===== src/rtl/irq_pend_pkg.sv =====
package irq_pend_pkg;
  localparam int unsigned EXT_BASE = 32;

  typedef enum logic {
    TRIG_LEVEL = 1'b0,
    TRIG_EDGE  = 1'b1
  } trig_e;

  typedef enum logic {
    MODEL_N_N      = 1'b0,
    MODEL_ONE_OF_N = 1'b1
  } model_e;
endpackage


===== src/rtl/irq_line_sync.sv =====
module irq_line_sync #(
  parameter int unsigned N_LINES = 4
) (
  input  logic               clk_i,
  input  logic               rst_ni,
  input  logic [N_LINES-1:0] line_i,
  output logic [N_LINES-1:0] level_o,
  output logic [N_LINES-1:0] rise_o
);
  for (genvar n = 0; n < N_LINES; n++) begin : g_line
    logic s1_q, s2_q, lvl_q;

    always_ff @(posedge clk_i or negedge rst_ni) begin
      if (!rst_ni) begin
        s1_q  <= 1'b0;
        s2_q  <= 1'b0;
        lvl_q <= 1'b0;
      end else begin
        s1_q  <= line_i[n];
        s2_q  <= s1_q;
        lvl_q <= s2_q;
      end
    end

    assign level_o[n] = lvl_q;
    assign rise_o[n]  = s2_q & ~lvl_q;


    rise_sets_level_chk: assert property (@(posedge clk_i) disable iff (!rst_ni)
      rise_o[n] |=> level_o[n]);
  end
endmodule


===== src/rtl/irq_pend_bank.sv =====
module irq_pend_bank #(
  parameter int unsigned N_BITS = 72
) (
  input  logic              clk_i,
  input  logic              rst_ni,
  input  logic [N_BITS-1:0] set_i,
  input  logic [N_BITS-1:0] clr_i,
  output logic [N_BITS-1:0] pend_o
);
  logic [N_BITS-1:0] pend_q;

  always_ff @(posedge clk_i or negedge rst_ni) begin
    if (!rst_ni) pend_q <= '0;
    else         pend_q <= set_i | (pend_q & ~clr_i);  // set wins
  end

  assign pend_o = pend_q;

  for (genvar i = 0; i < N_BITS; i++) begin : g_chk

    set_wins_chk: assert property (@(posedge clk_i) disable iff (!rst_ni)
      set_i[i] |=> pend_o[i]);

    no_spurious_set_chk: assert property (@(posedge clk_i) disable iff (!rst_ni)
      $rose(pend_o[i]) |-> $past(set_i[i]));
  end
endmodule


===== src/rtl/irq_pend_capture.sv =====
module irq_pend_capture
  import irq_pend_pkg::*;
#(
  parameter int unsigned N_EXT = 4,
  parameter int unsigned N_CPU = 2,
  localparam int unsigned N_IRQ = EXT_BASE + N_EXT,
  localparam int unsigned ID_W  = $clog2(N_IRQ),
  localparam int unsigned CPU_W = (N_CPU > 1) ? $clog2(N_CPU) : 1
) (
  input  logic                   clk_i,
  input  logic                   rst_ni,
  input  logic [N_EXT-1:0]       irq_i,
  input  logic [N_EXT-1:0]       cfg_enable_i,
  input  logic [N_EXT-1:0]       cfg_edge_i,
  input  logic [N_IRQ-1:0]       cfg_model_i,
  input  logic [N_EXT*N_CPU-1:0] cfg_target_i,
  input  logic                   sw_set_valid_i,
  input  logic [ID_W-1:0]        sw_set_id_i,
  input  logic [N_CPU-1:0]       sw_set_mask_i,
  input  logic                   sw_clr_valid_i,
  input  logic [ID_W-1:0]        sw_clr_id_i,
  input  logic [N_CPU-1:0]       sw_clr_mask_i,
  input  logic                   ack_clr_valid_i,
  input  logic [ID_W-1:0]        ack_clr_id_i,
  input  logic [CPU_W-1:0]       ack_clr_cpu_i,
  output logic [N_IRQ*N_CPU-1:0] pend_o,
  output logic [N_EXT-1:0]       level_o
);
  localparam int unsigned N_BITS = N_IRQ * N_CPU;

  logic [N_EXT-1:0]  rise;
  logic [N_BITS-1:0] set_vec, clr_vec;

  irq_line_sync #(.N_LINES(N_EXT)) i_sync (
    .clk_i   (clk_i),
    .rst_ni  (rst_ni),
    .line_i  (irq_i),
    .level_o (level_o),
    .rise_o  (rise)
  );

  for (genvar id = 0; id < N_IRQ; id++) begin : g_id
    for (genvar c = 0; c < N_CPU; c++) begin : g_cpu
      localparam int unsigned I = id * N_CPU + c;
      logic hw_set, sw_set, sw_clr, ack_clr;

      if (id >= EXT_BASE) begin : g_ext
        localparam int unsigned E = id - EXT_BASE;
        assign hw_set = rise[E] && cfg_target_i[E*N_CPU+c]
                        && (cfg_edge_i[E] == TRIG_EDGE || cfg_enable_i[E]);


        lvl_disabled_quiet_chk: assert property (@(posedge clk_i) disable iff (!rst_ni)
          (rise[E] && cfg_edge_i[E] == TRIG_LEVEL && !cfg_enable_i[E]
           && !sw_set_valid_i && !pend_o[I]) |=> !pend_o[I]);

        fall_keeps_pend_chk: assert property (@(posedge clk_i) disable iff (!rst_ni)
          ($fell(level_o[E]) && !$past(sw_set_valid_i) && !$past(sw_clr_valid_i)
           && !$past(ack_clr_valid_i)) |-> $stable(pend_o[I]));

        untargeted_quiet_chk: assert property (@(posedge clk_i) disable iff (!rst_ni)
          (!cfg_target_i[E*N_CPU+c] && !sw_set_valid_i && !pend_o[I]) |=> !pend_o[I]);
      end else begin : g_priv
        assign hw_set = 1'b0;
      end

      assign sw_set  = sw_set_valid_i && sw_set_id_i == ID_W'(id) && sw_set_mask_i[c];
      assign sw_clr  = sw_clr_valid_i && sw_clr_id_i == ID_W'(id) && sw_clr_mask_i[c];
      assign ack_clr = ack_clr_valid_i && ack_clr_id_i == ID_W'(id)
                       && (cfg_model_i[id] == MODEL_ONE_OF_N || ack_clr_cpu_i == CPU_W'(c));

      assign set_vec[I] = hw_set | sw_set;
      assign clr_vec[I] = sw_clr | ack_clr;
    end
  end

  irq_pend_bank #(.N_BITS(N_BITS)) i_bank (
    .clk_i  (clk_i),
    .rst_ni (rst_ni),
    .set_i  (set_vec),
    .clr_i  (clr_vec),
    .pend_o (pend_o)
  );
endmodule


===== config.mk =====
export PLATFORM = sky130hd
export DESIGN_NAME = irq_pend_capture
export DESIGN_NICKNAME = d
export VERILOG_FILES = /design/src/rtl/irq_pend_pkg.sv /design/src/rtl/irq_line_sync.sv /design/src/rtl/irq_pend_bank.sv /design/src/rtl/irq_pend_capture.sv
export SDC_FILE = /design/constraint.sdc
export NUM_CORES = 1
export LEC_CHECK = 0
export ABC_AREA = 1
export CORE_ASPECT_RATIO = 0.5
export CORE_MARGIN = 4
export CORE_UTILIZATION = 40
export DETAILED_ROUTE_END_ITERATION = 12
export PLACE_DENSITY = 0.7
export REMOVE_ABC_BUFFERS = 1
export SLEW_MARGIN = 20
export SYNTH_ARGS = -nofsm -noshare
export SYNTH_HDL_FRONTEND = slang
export SYNTH_SLANG_ARGS = --single-unit

===== constraint.sdc =====
create_clock -name clk_i -period 1.15 [get_ports clk_i]
set_clock_uncertainty 0.05 [all_clocks]
set_input_delay 0.1725 -clock clk_i [delete_from_list [all_inputs] [get_ports clk_i]]
set_output_delay 0.1725 -clock clk_i [all_outputs]
set_load 0.005 [all_outputs]

# ---- After elaboration in Yosys (flattened, before gate mapping)
# Index checks and enable logic that the tools add are counted.
# Widths: inputs -> output; s select.
dict set report totals {
  word_cells 629
  out_inout_bits 76
  input_bits 84
  reg_bits 84
}
dict set report classes {
  eq_ne 105
  n_reduce_logical 419
  bitwise 92
}
# cell count
set op_table {}
lappend op_table {{$logic_and 1x1->1} 340}
lappend op_table {{$eq 6x5->1 const B} 48}
lappend op_table {{$eq 6x4->1 const B} 24}
lappend op_table {{$or 1x1->1} 80}
lappend op_table {{$logic_or 1x1->1} 76}
lappend op_table {{$and 72x72->72} 1}
lappend op_table {{$eq 6x3->1 const B} 12}
lappend op_table {{$eq 6x6->1 const B} 12}
lappend op_table {{$not 72->72} 1}
lappend op_table {{$or 72x72->72} 1}
lappend op_table {{$eq 6x2->1 const B} 6}
lappend op_table {{$eq 6x1->1 const B} 3}
lappend op_table {{$logic_not 6->1} 3}
lappend op_table {{$not 1->1} 5}
lappend op_table {{$and 1x1->1} 4}

# ---- Depth between registers and ports, before layout
dict set report depth {
  ltp_word 7
  mapped_depth 7
  ltp_nobuf 7
}

# ---- Modules after synthesis
# From an unflattened synthesis, not the netlist that was laid out.
dict set report unflattened {
  hier_cells 989
  hier_area_um2 5820.6
}
# module seq_area_each_um2 cells_each n_inst area_per_inst_um2
set modules_own_cells {}
lappend modules_own_cells {irq_pend_bank 1801.7 360 1 2882.8}
lappend modules_own_cells {irq_pend_capture 0.0 605 1 2567.5}
lappend modules_own_cells {irq_line_sync 300.3 24 1 370.4}

# ---- Worst setup path before layout
# Ideal clock, no wire load.
dict set report synth_path {
  path_type {in2reg}
  startpoint {input port ack_clr_id_i[5]}
  endpoint {register i_bank.pend_q[16] (netlist: i_bank.pend_o[16])}
  path_slack_ns 0.187
  arrival_time_ns 0.796
  required_time_ns 0.983
  path_stages 7
  setup_ns 0.117
  path_buffers 1
  cell_sequence {inv_1 -> nand2_1 -> nor2_2 -> buf_2 -> nand3_1 -> nand3_1 -> nand2_1}
}
dict set report synth_between {
  elab_chain_cells 7
}
# item line
set synth_lines {}
lappend synth_lines {{start, declared} irq_pend_capture.sv:24} ;# input logic [ID_W-1:0] ack_clr_id_i,
lappend synth_lines {{$eq 6x4->1} irq_pend_capture.sv:69} ;# assign ack_clr = ack_clr_valid_i && ack_clr_id_i == ID_W'(id)
lappend synth_lines {{$logic_and 1x1->1} irq_pend_capture.sv:69}
lappend synth_lines {{$logic_and 1x1->1} irq_pend_capture.sv:70} ;# && (cfg_model_i[id] == MODEL_ONE_OF_N || ack_clr_cpu_i == CPU_W'(c));
lappend synth_lines {{$or 1x1->1} irq_pend_capture.sv:73} ;# assign clr_vec[I] = sw_clr | ack_clr;
lappend synth_lines {{$not 72->72} irq_pend_bank.sv:14} ;# else pend_q <= set_i | (pend_q & ~clr_i);
lappend synth_lines {{$and 72x72->72} irq_pend_bank.sv:14}
lappend synth_lines {{$or 72x72->72} irq_pend_bank.sv:14}
lappend synth_lines {{end signal, assigned} irq_pend_bank.sv:14}
lappend synth_lines {{end, declared} irq_pend_bank.sv:10} ;# logic [N_BITS-1:0] pend_q;
# No other way between the ends.

# ---- Worst setup path in the final report
dict set report layout_path {
  startpoint {register i_bank.pend_q[9] (netlist: i_bank.pend_o[9])}
  endpoint {output port pend_o[9]}
}
# item line
set layout_lines {}
lappend layout_lines {{end, declared} irq_pend_capture.sv:26} ;# output logic [N_IRQ*N_CPU-1:0] pend_o,
# No word-level cell between the ends.

==> metrics.csv <==
metric;value;unit
CP top delay family;flip-flops;
DR DRC count;0;
IO buf count;159;
Critical Path Source Type;flop;
yosys warns;0;
total CTS buffers;9;
I/O pin count;160;
max-cap viol count;0;
placed instance area;7150;um^2
CP Max Fanout;2;
status;complete, no violations;
via count;6125;
required time worst endpoint;0.93;ns
clock buffer depth;2;
RSZ-0062 raised after global routing;true;
DRT iter0 DRCs;704;
die height;88.0;um
clk sinks;84;
worst slew pin tran;0.325;ns
Critical Path AT;0.89;ns
vias per cell;5.44;
CTS root buf;clkbuf_16;
pwr dens;1100;nW/um^2
Initial Utilization;42.1;%
DR WL/cell;17.7;um
GP Congestion;0.845;
Leak;3.85;nW
final core occ;62.3;%
clk_lat worst skew;0.34;ns
Critical Path Sink Type;primary output;
share of cells above drive strength 1;24.1;%
fin. max-slew vios;0;
post-route cell area;7580;um^2
vias in the first global route;6021;
setup total negative slack;0;ns
Place WS;-0.481;ns
Seq/Total Area, Yosys;41.0;%
Tot Pwr;8.33;mW
CP max stage cell;dfrtp_1;
first-pass GRT wire length;30.7;mm
VDD IR max;704;uV
Slew HR;78.3;%
WL final;19.9;mm
largest net degree at the start of global routing;37;
CTS tree;done;
largest cells by area after synthesis;dfrtp_1, nand3_1, nand2_1, inv_1, nor2_1;
Clock transition at path regs;0.06;ns
final critical-path required period;1.11;ns
Core Area;12200;um^2
Total GRT Usage;26.3;%
H-tree Lvls;3;
First-pass DRT Iterations;8;
Setup violations, final;0;
final worst-path cycle share;96.7;%
Final nets;1040;
global route total overflow;0;
crit path kind;flop to primary output;
die span in x;168;um
Mapped Avg Cell Area;6.77;um^2
Fin. Hold Viols;0;
min-delay worst type;input pin to async pin;
cell row count;28;
Area Overhead vs Synth;48.0;%
final worst setup slack;0.0378;ns
Post-Synthesis Cells;757;
commonest cells after routing, fill and taps aside;nand3_1, nand2_1, dfrtp_1;
worst-path cell chain;buf_2;
f_max;0.899;GHz
Synth Cell Area;5120;um^2
most common cell after layout, fill and taps aside;nand3_1;
dpl hpwl;13.0;mm
Yosys top cell by area;dfrtp_1;
Routed Antenna Nets;0;
Yosys cell types;16;
post-synth top area share;41.0;%
Worst Path Buf+Inv;1;
Synth Register Bits;84;
initial antenna violation count;0;
# fillers;1131;
Largest stage delay, worst path;0.41;ns
ANT cells;0;
die area;14800;um^2
[sequential cells by signal (all words and copies together), names as in the netlist]
register	cells
i_bank.pend_o	72
i_sync.g_line.lvl_q	4
i_sync.g_line.s1_q	4
i_sync.g_line.s2_q	4
[per-layer routing]
layer	global-route usage, %	up-vias	wire length (um)
met4	7.95	0	467
met5	0	-	0
li1	-	2858	-
met2	44.8	398	9290
met1	33.4	2812	7910
met3	6.99	57	2270
[synthesized netlist by cell type]
master      n
nor2_4      3
buf_2      20
nand2_1   190
nand3_1   287
or2_4       1
buf_1       1
dfrtp_1    84
or2_2       3
clkbuf_1   10
inv_2       4
nor3_1      1
nor2_2      7
a21oi_1     2
inv_1      72
buf_4      14
nor2_1     58
[final timing paths]
| check | from | to | slack [ns] | depth (start not counted) |
|---|---|---|---|---|
| hold / removal | rst_ni | i_bank.pend_o[64]$_DFF_PN0_ | 0.19 | 2 |
| setup / recovery | i_bank.pend_o[9]$_DFF_PN0_ | pend_o[9] | 0.04 | 1 |
| hold reg to reg | i_sync.g_line[2].s1_q$_DFF_PN0_ | i_sync.g_line[2].s2_q$_DFF_PN0_ | 0.30 | 0 |
| min in group clk_i | irq_i[2] | i_sync.g_line[2].s1_q$_DFF_PN0_ | 0.21 | 1 |
| max in group asynchronous | rst_ni | i_bank.pend_o[24]$_DFF_PN0_ | 0.39 | 3 |
| setup reg to reg | i_sync.g_line[0].s2_q$_DFF_PN0_ | i_bank.pend_o[64]$_DFF_PN0_ | 0.23 | 6 |
[per-stage QoR]
step                      std cells  hold slack, ns
after floorplan                 712          -0.173
final                          1125           0.193
after global routing           1125           0.206
after global placement         1076         0.00941
after detailed placement       1076          0.0144
after CTS                      1119           0.189
[power by group]
group	internal, mW	switching (mW)
Clock	1.44	1.25
Sequential	3.30	0.205
Combinational	1.02	1.11
Total	5.77	2.56
[cells by family (layout without fill, tap and decap cells)]
| logic type | count (synthesis) | after routing | synth area share [%] |
|---|---|---|---|
| AND/OR/NAND/NOR | 550 | 550 | 48.4 |
| buffers and inverters | 121 | 324 | 10.4 |
| flip-flops | 84 | 84 | 41.0 |
| AO/OA/AOI/OAI | 2 | 2 | 0.195 |
[cell type report]
class	instances	area, um^2	area share (%)
Clock buffer	10	229	3.02
Clock inverter	5	30.0	0.396
Inverter	76	290	3.83
Multi-Input combinational cell	552	2660	35.1
Sequential cell	84	2100	27.7
Tap cell	165	206	2.72
Timing Repair Buffer	233	2060	27.1
[worst reg2reg max path, stage by stage (launching register included)]
cell     delay [ns]
dfrtp_1        0.38
inv_1          0.05
nor2_1         0.03
nand2_1        0.07
nor2_1         0.04
a21oi_1        0.13
nand2_1        0.06
[timing repair]
action / in CTS / in global routing
cloned: 2 / 3
hold buffers: 1 / 0
resized for setup: 346 / 41
endpoints found under the hold margin: 84 / 0
buffers inserted: 25 / 3
setup endpoints to repair: 144 / 75
pin swaps: 5 / 4
(Power assumes the default switching activity.)
